**src/rtl/mhi_pkg.sv**
```systemverilog
package mhi_pkg;

    localparam int PIX_W = 8;

    typedef enum logic [1:0] {
        ST_IDLE  = 2'd0,
        ST_RUN   = 2'd1,
        ST_FLUSH = 2'd2,
        ST_DONE  = 2'd3
    } seg_state_e;

    function automatic logic [PIX_W-1:0] abs_diff(input logic [PIX_W-1:0] a,
                                                   input logic [PIX_W-1:0] b);
        return (a > b) ? (a - b) : (b - a);
    endfunction

endpackage

```
**src/rtl/mhi_pixel_core.sv**
```systemverilog
module mhi_pixel_core
    import mhi_pkg::*;
#(
    parameter int HIST_MAX = 255
) (
    input  logic [PIX_W-1:0] thr_i,
    input  logic [PIX_W-1:0] cur_i,
    input  logic [PIX_W-1:0] prev_i,
    input  logic [PIX_W-1:0] hist_i,
    output logic             motion_o,
    output logic [PIX_W-1:0] hist_o,
    output logic             energy_o
);

    localparam logic [PIX_W-1:0] FULL = PIX_W'(HIST_MAX);

    logic [PIX_W-1:0] mag;

    always_comb begin
        mag      = abs_diff(cur_i, prev_i);
        motion_o = (mag > thr_i);
        if (motion_o) begin
            hist_o = FULL;
        end else if (hist_i == '0) begin
            hist_o = '0;
        end else begin
            hist_o = hist_i - 1'b1;
        end
        energy_o = (hist_o != '0);
    end

endmodule

```
**src/rtl/mhi_out_stage.sv**
```systemverilog
module mhi_out_stage
    import mhi_pkg::*;
#(
    parameter int IDX_W = 15
) (
    input  logic             clk,
    input  logic             rst_n,
    input  logic             load_i,
    input  logic             drain_i,
    input  logic [PIX_W-1:0] d_hist_i,
    input  logic             d_energy_i,
    input  logic [IDX_W-1:0] d_idx_i,
    output logic             space_o,
    output logic             q_valid_o,
    output logic [PIX_W-1:0] q_hist_o,
    output logic             q_energy_o,
    output logic [IDX_W-1:0] q_idx_o
);

    always_ff @(posedge clk or negedge rst_n) begin
        if (!rst_n) begin
            q_valid_o  <= 1'b0;
            q_hist_o   <= '0;
            q_energy_o <= 1'b0;
            q_idx_o    <= '0;
        end else if (load_i) begin
            q_valid_o  <= 1'b1;
            q_hist_o   <= d_hist_i;
            q_energy_o <= d_energy_i;
            q_idx_o    <= d_idx_i;
        end else if (drain_i && q_valid_o) begin
            q_valid_o  <= 1'b0;
        end
    end

    assign space_o = !q_valid_o || drain_i;

endmodule

```
**src/rtl/mhi_seg_ctrl.sv**
```systemverilog
module mhi_seg_ctrl
    import mhi_pkg::*;
#(
    parameter int TOTAL = 32000,
    parameter int IDX_W = 15
) (
    input  logic             clk,
    input  logic             rst_n,
    input  logic             start_i,
    input  logic [PIX_W-1:0] thr_i,
    input  logic [IDX_W-1:0] seg_start_i,
    input  logic [IDX_W-1:0] seg_count_i,
    input  logic             in_valid_i,
    input  logic             space_i,
    input  logic             out_valid_i,
    input  logic             out_ready_i,
    output logic             in_ready_o,
    output logic             accept_o,
    output logic [PIX_W-1:0] thr_q_o,
    output logic [IDX_W-1:0] idx_o,
    output logic             done_o
);

    localparam logic [IDX_W-1:0] END_IDX = IDX_W'(TOTAL);

    seg_state_e       state_q, state_d;
    logic [IDX_W-1:0] rem_q;
    logic [IDX_W-1:0] avail;
    logic [IDX_W-1:0] eff_count;

    always_comb begin
        if (seg_start_i >= END_IDX) begin
            avail = '0;
        end else begin
            avail = END_IDX - seg_start_i;
        end
        eff_count = (seg_count_i > avail) ? avail : seg_count_i;
    end

    always_ff @(posedge clk or negedge rst_n) begin
        if (!rst_n) begin
            state_q <= ST_IDLE;
        end else begin
            state_q <= state_d;
        end
    end

    always_comb begin
        state_d = state_q;
        unique case (state_q)
            ST_IDLE: begin
                if (start_i) begin
                    state_d = (eff_count == '0) ? ST_DONE : ST_RUN;
                end
            end
            ST_RUN: begin
                if (accept_o && rem_q == IDX_W'(1)) begin
                    state_d = ST_FLUSH;
                end
            end
            ST_FLUSH: begin
                if (!out_valid_i || out_ready_i) begin
                    state_d = ST_DONE;
                end
            end
            ST_DONE: begin
                state_d = ST_IDLE;
            end
            default: state_d = ST_IDLE;
        endcase
    end

    always_comb begin
        in_ready_o = (state_q == ST_RUN) && space_i;
        accept_o   = in_ready_o && in_valid_i;
        done_o     = (state_q == ST_DONE);
    end

    always_ff @(posedge clk or negedge rst_n) begin
        if (!rst_n) begin
            thr_q_o <= '0;
            idx_o   <= '0;
            rem_q   <= '0;
        end else if (state_q == ST_IDLE && start_i) begin
            thr_q_o <= thr_i;
            idx_o   <= seg_start_i;
            rem_q   <= eff_count;
        end else if (accept_o) begin
            idx_o   <= idx_o + 1'b1;
            rem_q   <= rem_q - 1'b1;
        end
    end

endmodule

```
**src/rtl/mhi_update_top.sv**
```systemverilog
module mhi_update_top
    import mhi_pkg::*;
#(
    parameter int FRAME_W  = 200,
    parameter int FRAME_H  = 160,
    parameter int HIST_MAX = 255,
    localparam int TOTAL   = FRAME_W * FRAME_H,
    localparam int IDX_W   = $clog2(TOTAL + 1)
) (
    input  logic             clk,
    input  logic             rst_n,
    input  logic             start_i,
    input  logic [7:0]       thresh_i,
    input  logic [IDX_W-1:0] seg_start_i,
    input  logic [IDX_W-1:0] seg_count_i,
    input  logic             in_valid,
    output logic             in_ready,
    input  logic [7:0]       in_cur,
    input  logic [7:0]       in_prev,
    input  logic [7:0]       in_hist,
    output logic             out_valid,
    input  logic             out_ready,
    output logic [7:0]       out_hist,
    output logic             out_energy,
    output logic [IDX_W-1:0] out_idx,
    output logic             done_o
);

    logic             accept;
    logic             space;
    logic [PIX_W-1:0] thr_q;
    logic [IDX_W-1:0] idx_cur;
    logic             motion;
    logic [PIX_W-1:0] hist_new;
    logic             energy_new;

    mhi_seg_ctrl #(
        .TOTAL (TOTAL),
        .IDX_W (IDX_W)
    ) u_ctrl (
        .clk         (clk),
        .rst_n       (rst_n),
        .start_i     (start_i),
        .thr_i       (thresh_i),
        .seg_start_i (seg_start_i),
        .seg_count_i (seg_count_i),
        .in_valid_i  (in_valid),
        .space_i     (space),
        .out_valid_i (out_valid),
        .out_ready_i (out_ready),
        .in_ready_o  (in_ready),
        .accept_o    (accept),
        .thr_q_o     (thr_q),
        .idx_o       (idx_cur),
        .done_o      (done_o)
    );

    mhi_pixel_core #(
        .HIST_MAX (HIST_MAX)
    ) u_core (
        .thr_i    (thr_q),
        .cur_i    (in_cur),
        .prev_i   (in_prev),
        .hist_i   (in_hist),
        .motion_o (motion),
        .hist_o   (hist_new),
        .energy_o (energy_new)
    );

    mhi_out_stage #(
        .IDX_W (IDX_W)
    ) u_out (
        .clk        (clk),
        .rst_n      (rst_n),
        .load_i     (accept),
        .drain_i    (out_ready),
        .d_hist_i   (hist_new),
        .d_energy_i (energy_new),
        .d_idx_i    (idx_cur),
        .space_o    (space),
        .q_valid_o  (out_valid),
        .q_hist_o   (out_hist),
        .q_energy_o (out_energy),
        .q_idx_o    (out_idx)
    );

    logic unused_motion;
    assign unused_motion = motion;

endmodule

```
**config.mk**
```make
export PLATFORM = sky130hd
export DESIGN_NAME = mhi_update_top
export DESIGN_NICKNAME = d
export VERILOG_FILES = /design/src/rtl/mhi_pkg.sv /design/src/rtl/mhi_pixel_core.sv /design/src/rtl/mhi_out_stage.sv /design/src/rtl/mhi_seg_ctrl.sv /design/src/rtl/mhi_update_top.sv
export SDC_FILE = /design/constraint.sdc
export NUM_CORES = 1
export LEC_CHECK = 0
export ABC_CLOCK_PERIOD_IN_PS = 3500
export BUFFER_PORTS_ARGS = -buffer_cell sky130_fd_sc_hd__buf_2
export CELL_PAD_IN_SITES_DETAIL_PLACEMENT = 1
export CELL_PAD_IN_SITES_GLOBAL_PLACEMENT = 1
export CORE_AREA = 2 2 150 79
export CTS_BUF_LIST = sky130_fd_sc_hd__clkbuf_4 sky130_fd_sc_hd__clkbuf_8
export CTS_CLUSTER_DIAMETER = 150
export DETAILED_ROUTE_END_ITERATION = 6
export DIE_AREA = 0 0 152 81
export GPL_ROUTABILITY_DRIVEN = 0
export GPL_TIMING_DRIVEN = 0
export PLACE_DENSITY = 0.94
export SLEW_MARGIN = 20
export SYNTH_ARGS = -nofsm -noshare
export SYNTH_HDL_FRONTEND = slang
export SYNTH_SLANG_ARGS = --single-unit
```
**constraint.sdc**
```tcl
create_clock -name clk -period 3.5 [get_ports clk]
set_input_delay 0.525 -clock clk [delete_from_list [all_inputs] [get_ports clk]]
set_output_delay 0.525 -clock clk [all_outputs]
set_load 0.1 [all_outputs]
```
==> flow_summary.yaml, run 1 <==
detailed_routing:
  drt_wl_total_um: 22600
  viasPerCell: 6.31
  ant_nets: 0
  wl_per_cell_um: 25.3
  vias: 5631
  drt_iter0_drc: 470
  drc_errors: 0
  dr.pass1.iters: 5
pwr:
  seqPwrFrac_pct: 27.6
  swShare_pct: 54.9
  power.leakage_nw: 3.08
  fin_total_pwr_mw: 5.15
  p_per_area_nw_per_um2: 749
  p_switching_mw: 2.82
  p_int_mw: 2.32
  comb_power_share_pct: 59.5
  clockPowerShare_pct: 13.0
  vdd_drop_max_uv: 529
timing:
  setup_tns_ns: -4.27
  fin_skew_ns: 0.0131
  min_period_over_period_pct: 108
  clock.fmax_mhz: 265
  relSlewSlack_pct: 49.3
  grt_setup_unrepaired: "true"
  layout_setup_ws_ns: -0.270
  tightest_slew_ns: 0.754
  finalSetupViolCount: 25
  timing.final.max_slew_violations: 0
  timing.final.hold_violations: 0
  min_period_ns: 3.77
layout:
  multi_input_area_um2: 3700
  seq_area_um2: 1630
  area_delta_synth_final_pct: 38.5
  n_fill_cell: 1287
  stdcell_count: 892
  drive_above_1_share_pct: 33.2
  final_nets: 856
  antenna_cells: 0
place:
  dp_hpwl_um: 13600
  dp.cells: 844
  numPortBuffers: 90
logic_synthesis:
  synth.cell_area_um2: 4960
  synth.distinct_cells: 55
  async_flop_share_pct: 100
  synthCells: 603
  synth_xor_area_share_pct: 8.83
  synth_compound_area_share_pct: 15.7
  synthSimpleGateAreaFrac_pct: 22.1
  syn_avg_cell_area_um2: 8.23
  syn_nets: 720
  ys.flop_type: "dfrtp_1"
  synth_edf_count: 0
  synth_top_family_by_area: "simple AND/OR/NAND/NOR gates"
  yosys.area_share.adder_pct: 12.9
  ys_ff_latch: 65
  ys_seq_area_share_pct: 32.8
  yosys_warnings: 0
  muxShareOfSynthArea_pct: 2.37
die:
  die_h_um: 81
  die-area_um2: 12300
  ios: 94
  start_util_pct: 44.1
  core.rowCount: 28
  die_w_um: 152
  coreArea_um2: 11200
grt:
  antenna_found_initial: 0
  first_global_vias: 5707
  grtUsageMet3_pct: 7.79
  grt_pass1_wl_um: 31000
  grt_util_met2_pct: 54.2
  grt_usage_pct: 32.5
  met1_usage_pct: 42.4
  grt_max_degree: 56
  grt-ovfl-total: 0
  grt_most_used_layer: "met2"
cts:
  h-tree-depth: 3
  cts_tree: "done"
  cts_buffer_depth: 2
  cts_inserted_buffers: 9
  clk_latency_ns: 0.36
  clock_sinks: 65
  clk_pin_slew_ns: 0.08
  root_buffer: "clkbuf_8"
worst_setup_path:
  cp_max_fo: 8
  worstPathArrival_ns: 4.02
  endpoint_kind: "flop"
  worstSetupPathType: "in -> reg"
  reg2reg_depth: 9
  crit_path_start_kind: "primary input"
  crit_required_ns: 3.75
outcome:
  status: "complete, but fails checks"
  violations: "negative setup slack"
hold_path:
  hold_path_depth: 3
  worstHoldPathType: "in -> reg"
job:
  cap_violations: 0
-- state kept, by name, summed over array words and instances (netlist names) --
register / count
u_out.q_valid_o: 1
u_ctrl.thr_q_o: 8
u_ctrl.idx_o: 15
u_out.q_energy_o: 1
u_out.q_hist_o: 8
u_out.q_idx_o: 15
u_ctrl.state_q: 2
u_ctrl.rem_q: 15
-- critical path, cell delays in order --
cell and delay (ns):
buf_2 0.11, inv_1 0.06, ha_1 0.40, a21o_1 0.21
a21oi_1 0.23, o22ai_1 0.12, o22a_1 0.19, buf_6 0.16
mux2_4 0.31, nand2_2 0.07, o211ai_1 0.10, xor2_1 0.16
ha_1 0.34, a21oi_2 0.17, nor2b_2 0.08, o31ai_4 0.34
buf_6 0.16, o211ai_1 0.13, o21a_1 0.16
-- cell families after synthesis --
kind of cell | count (synthesis)
fa+ha+maj | 50
buf+inv | 67
simple gates | 235
compound gates | 125
mux | 11
flops | 65
xor+xnor | 50
-- power groups by stage --
stage / combinational [mW] / clock (mW) / sequential [mW]
6_report: 3.06 / 0.668 / 1.42
2_1_floorplan: 1.17 / 0 / 2.11
4_1_cts: 2.79 / 0.653 / 1.37
5_1_grt: 3.21 / 0.704 / 1.44
3_3_place_gp: 2.44 / 0 / 1.34
3_5_place_dp: 2.59 / 0 / 1.37
-- synthesized netlist by cell type, drive strengths merged, types with 6 or more instances --
cell type | number | area (µm²)
clkbuf | 16 | 60.1
xnor2 | 29 | 254
nand4 | 14 | 87.6
dfrtp | 65 | 1630
or3 | 6 | 37.5
buf | 6 | 35.0
nor4 | 9 | 62.6
o21ai | 41 | 213
nor3 | 10 | 50.1
nor2 | 33 | 131
a21oi | 34 | 178
nand3 | 12 | 60.1
nand2 | 120 | 453
o211ai | 8 | 60.1
a31oi | 8 | 50.1
o21a | 8 | 60.1
inv | 45 | 169
ha | 48 | 601
xor2 | 21 | 184
a21o | 9 | 68.8
mux2i | 8 | 80.1
-- cell usage in the layout (no fill, tap or decap), drive strengths merged, types with 9 or more instances in the layout --
cell type,netlist,routed
a21o,9,9
a21oi,34,34
buf,6,130
clkbuf,16,27
dfrtp,65,65
ha,48,48
inv,45,45
nand2,120,120
nand3,12,12
nand4,14,14
nor2,33,33
nor3,10,10
nor4,9,9
o21ai,41,41
xnor2,29,29
xor2,21,21
-- layer usage --
layer	share of wire (%)	up-vias
li1	-	2342
met1	42	2798
met2	45	375
met3	8.3	116
met4	5.0	0
met5	0	-
-- metrics by stage --
stage	utilization (%)	area (µm²)	hold WS [ns]	worst slack [ns]
4_1_cts	57.0	6410	0.381	-0.232
2_1_floorplan	-	5120	0.229	-0.186
6_report	61.1	6870	0.382	-0.270
5_1_grt	61.1	6870	0.406	-0.381
3_3_place_gp	51.2	5760	0.460	-0.738
3_5_place_dp	51.5	5790	0.381	-0.872
-- area by class of cell --
class	count	share of cell area, %
plain buffers	22	2.18
clock buffers	11	2.11
clock inverters	3	0.619
inverters	45	2.68
multi-input cells	471	53.8
flip-flops and latches	65	23.7
well taps	150	2.73
repair buffers	125	12.2
-- final timing paths --
kind | start | to | slack (ns)
worst min register to register | u_out.q_idx_o[9]$_DFFE_PN0P_ | u_out.q_idx_o[9]$_DFFE_PN0P_ | 0.48
max in group asynchronous | rst_n | u_out.q_idx_o[4]$_DFFE_PN0P_ | 2.37
worst min-delay path | thresh_i[1] | u_ctrl.thr_q_o[1]$_DFFE_PN0P_ | 0.38
min in group asynchronous | rst_n | u_ctrl.idx_o[12]$_DFFE_PN0P_ | 0.60
worst max register to register | u_ctrl.state_q[1]$_DFFE_PN0P_ | u_ctrl.rem_q[10]$_DFFE_PN0P_ | 0.69
worst max-delay path | in_cur[5] | u_out.q_hist_o[2]$_DFFE_PN0P_ | -0.27
-- repair_timing --
| item | in CTS | in global routing |
|---|---|---|
| endpoints found under the hold margin | 9 | 0 |
| cloned | 1 | 2 |
| setup endpoints to repair | 25 | 25 |
| setup buffers | 19 | 11 |
| hold buffers | 1 | 0 |
| resized for setup | 53 | 68 |
| pin swaps | 24 | 34 |
No activity file was read; power rests on OpenSTA's default activity.
==> inputs of run 2 (changes only) <==
--- a/config.mk
+++ b/config.mk
@@ -5,18 +5,18 @@
 export SDC_FILE = /design/constraint.sdc
 export NUM_CORES = 1
 export LEC_CHECK = 0
-export ABC_CLOCK_PERIOD_IN_PS = 3500
+export ABC_CLOCK_PERIOD_IN_PS = 3200
 export BUFFER_PORTS_ARGS = -buffer_cell sky130_fd_sc_hd__buf_2
 export CELL_PAD_IN_SITES_DETAIL_PLACEMENT = 1
 export CELL_PAD_IN_SITES_GLOBAL_PLACEMENT = 1
-export CORE_AREA = 2 2 150 79
+export CORE_AREA = 2 2 163 85
 export CTS_BUF_LIST = sky130_fd_sc_hd__clkbuf_4 sky130_fd_sc_hd__clkbuf_8
 export CTS_CLUSTER_DIAMETER = 150
 export DETAILED_ROUTE_END_ITERATION = 6
-export DIE_AREA = 0 0 152 81
+export DIE_AREA = 0 0 165 87
 export GPL_ROUTABILITY_DRIVEN = 0
 export GPL_TIMING_DRIVEN = 0
-export PLACE_DENSITY = 0.94
+export PLACE_DENSITY_LB_ADDON = 0.1
 export SLEW_MARGIN = 20
 export SYNTH_ARGS = -nofsm -noshare
 export SYNTH_HDL_FRONTEND = slang
==> constraint.sdc (replaced) <==
create_clock -name clk -period 3.2 [get_ports clk]
set_input_delay 0.48 -clock clk [delete_from_list [all_inputs] [get_ports clk]]
set_output_delay 0.48 -clock clk [all_outputs]
set_load 0.1 [all_outputs]
==> run 2 against run 1 <==
Against the previous run: the run still ends with negative setup slack left; combinational power is 15% higher; power is 12% higher; first-iteration DRC count is 28% lower; utilization is 5.8 points lower; critical path depth is 2 higher.
==> flow_summary.yaml, run 2 (same netlist as run 1, synthesis figures left out) <==
outcome:
  status: "complete, but fails checks"
  violations: "negative setup slack"
die:
  die_w_um: 165
  ios: 94
  coreArea_um2: 13100
  core.rowCount: 30
  die_h_um: 87
  die-area_um2: 14400
  start_util_pct: 37.9
cts:
  clk_latency_ns: 0.36
  cts_buffer_depth: 2
  cts_tree: "done"
  cts_inserted_buffers: 9
  clk_pin_slew_ns: 0.08
  clock_sinks: 65
  root_buffer: "clkbuf_8"
  h-tree-depth: 3
worst_setup_path:
  worstSetupPathType: "in -> reg"
  cp_max_fo: 5
  endpoint_kind: "flop"
  crit_required_ns: 3.45
  crit_path_start_kind: "primary input"
  worstPathArrival_ns: 4.16
detailed_routing:
  drc_errors: 0
  drt_iter0_drc: 339
  wl_per_cell_um: 21.7
  drt_wl_total_um: 20400
  dr.pass1.iters: 5
  ant_nets: 0
  vias: 5196
  viasPerCell: 5.52
grt:
  grt_pass1_wl_um: 30800
  grt_usage_pct: 28.6
  first_global_vias: 5431
  grt_max_degree: 55
  antenna_found_initial: 0
  grt-ovfl-total: 0
timing:
  fin_skew_ns: 0.0132
  grt_setup_unrepaired: "true"
  clock.fmax_mhz: 255
  min_period_ns: 3.91
  relSlewSlack_pct: 45.2
  tightest_slew_ns: 0.822
  timing.final.max_slew_violations: 0
  layout_setup_ws_ns: -0.714
  timing.final.hold_violations: 0
  finalSetupViolCount: 25
  min_period_over_period_pct: 122
place:
  dp_hpwl_um: 13500
  dp.cells: 870
  numPortBuffers: 90
layout:
  final_nets: 878
  drive_above_1_share_pct: 36.8
  area_delta_synth_final_pct: 46.1
  layout_common_cells: "nand2_1, buf_2, dfrtp_1, inv_1, buf_4"
  stdcell_count: 942
  final_common_cell: "nand2_1"
  antenna_cells: 0
  fin_util_pct: 55.3
  top_regs: "u_ctrl.idx_o (15), u_ctrl.rem_q (15), u_out.q_idx_o (15)"
  n_fill_cell: 1517
job:
  cap_violations: 0
pwr:
  power.leakage_nw: 3.22
  p_per_area_nw_per_um2: 797
  vdd_drop_max_uv: 640
hold_path:
  worstHoldPathType: "in -> reg"
run 2: power by group:
| group | switching [mW] | internal (mW) |
|---|---|---|
| Combinational | 2.37 | 1.15 |
| Clock | 0.367 | 0.408 |
| Sequential | 0.293 | 1.19 |
| Total | 3.03 | 2.75 |
run 2: final cells by class:
| cell class | instances | area [µm²] | area share [%] |
|---|---|---|---|
| Inverter | 45 | 186 | 2.57 |
| Clock inverter | 5 | 61.3 | 0.846 |
| Buffer | 22 | 160 | 2.21 |
| Clock buffer | 11 | 151 | 2.09 |
| Sequential cell | 65 | 1630 | 22.4 |
| Multi-Input combinational cell | 472 | 3820 | 52.8 |
| Tap cell | 176 | 220 | 3.04 |
| Timing Repair Buffer | 146 | 1020 | 14.0 |
run 2: critical path, stage by stage:
cell	delay, ns
buf_12	0.11
inv_12	0.04
ha_4	0.13
inv_4	0.03
fa_2	0.34
a21o_1	0.21
a21oi_4	0.21
o22ai_2	0.11
o22a_1	0.25
buf_6	0.17
mux2_4	0.31
ha_4	0.22
nor2b_4	0.12
o21a_1	0.16
o21a_1	0.20
o21ai_2	0.19
a21oi_4	0.08
o31ai_4	0.21
buf_12	0.16
nand2_2	0.05
o32a_1	0.34
run 2: per-layer routing:
layer | global-route usage, % | part of all wire [%]
met1 | 42.9 | 48
met2 | 43.3 | 44
met3 | 4.90 | 6.7
met4 | 5.85 | 1.3
met5 | 0 | 0
run 2: final timing paths:
kind | from | end | slack (ns) | depth (start not counted)
worst min register to register | u_out.q_idx_o[4]$_DFFE_PN0P_ | u_out.q_idx_o[4]$_DFFE_PN0P_ | 0.48 | 2
worst max-delay path | in_cur[0] | u_out.q_energy_o$_DFFE_PN0P_ | -0.71 | 21
worst min-delay path | thresh_i[0] | u_ctrl.thr_q_o[0]$_DFFE_PN0P_ | 0.32 | 3
min in group asynchronous | rst_n | u_out.q_idx_o[14]$_DFFE_PN0P_ | 0.50 | 2
worst max register to register | u_ctrl.state_q[1]$_DFFE_PN0P_ | u_out.q_hist_o[7]$_DFFE_PN0P_ | 0.42 | 7
max in group asynchronous | rst_n | u_ctrl.thr_q_o[5]$_DFFE_PN0P_ | 2.15 | 3
run 2: what timing repair did:
item | CTS | global route
buffers inserted | 41 | 15
gates resized for setup | 101 | 57
pin swaps | 42 | 28
gates cloned | 5 | 0
setup endpoints to repair | 25 | 25
hold buffers | 1 | 0
endpoints found under the hold margin | 11 | 0
run 2: per-stage QoR:
step | instance area [µm²] | worst slack, ns | power (mW) | hold WS, ns | TNS (ns)
after floorplan | 5120 | -0.440 | 3.58 | 0.184 | -7.03
after global placement | 5790 | -1.21 | 4.21 | 0.456 | -24.40
after detailed placement | 5820 | -1.27 | 4.32 | 0.345 | -25.64
after CTS | 6960 | -0.596 | 5.53 | 0.309 | -7.02
after global routing | 7250 | -0.764 | 6.11 | 0.326 | -13.33
final | 7250 | -0.714 | 5.78 | 0.322 | -12.30
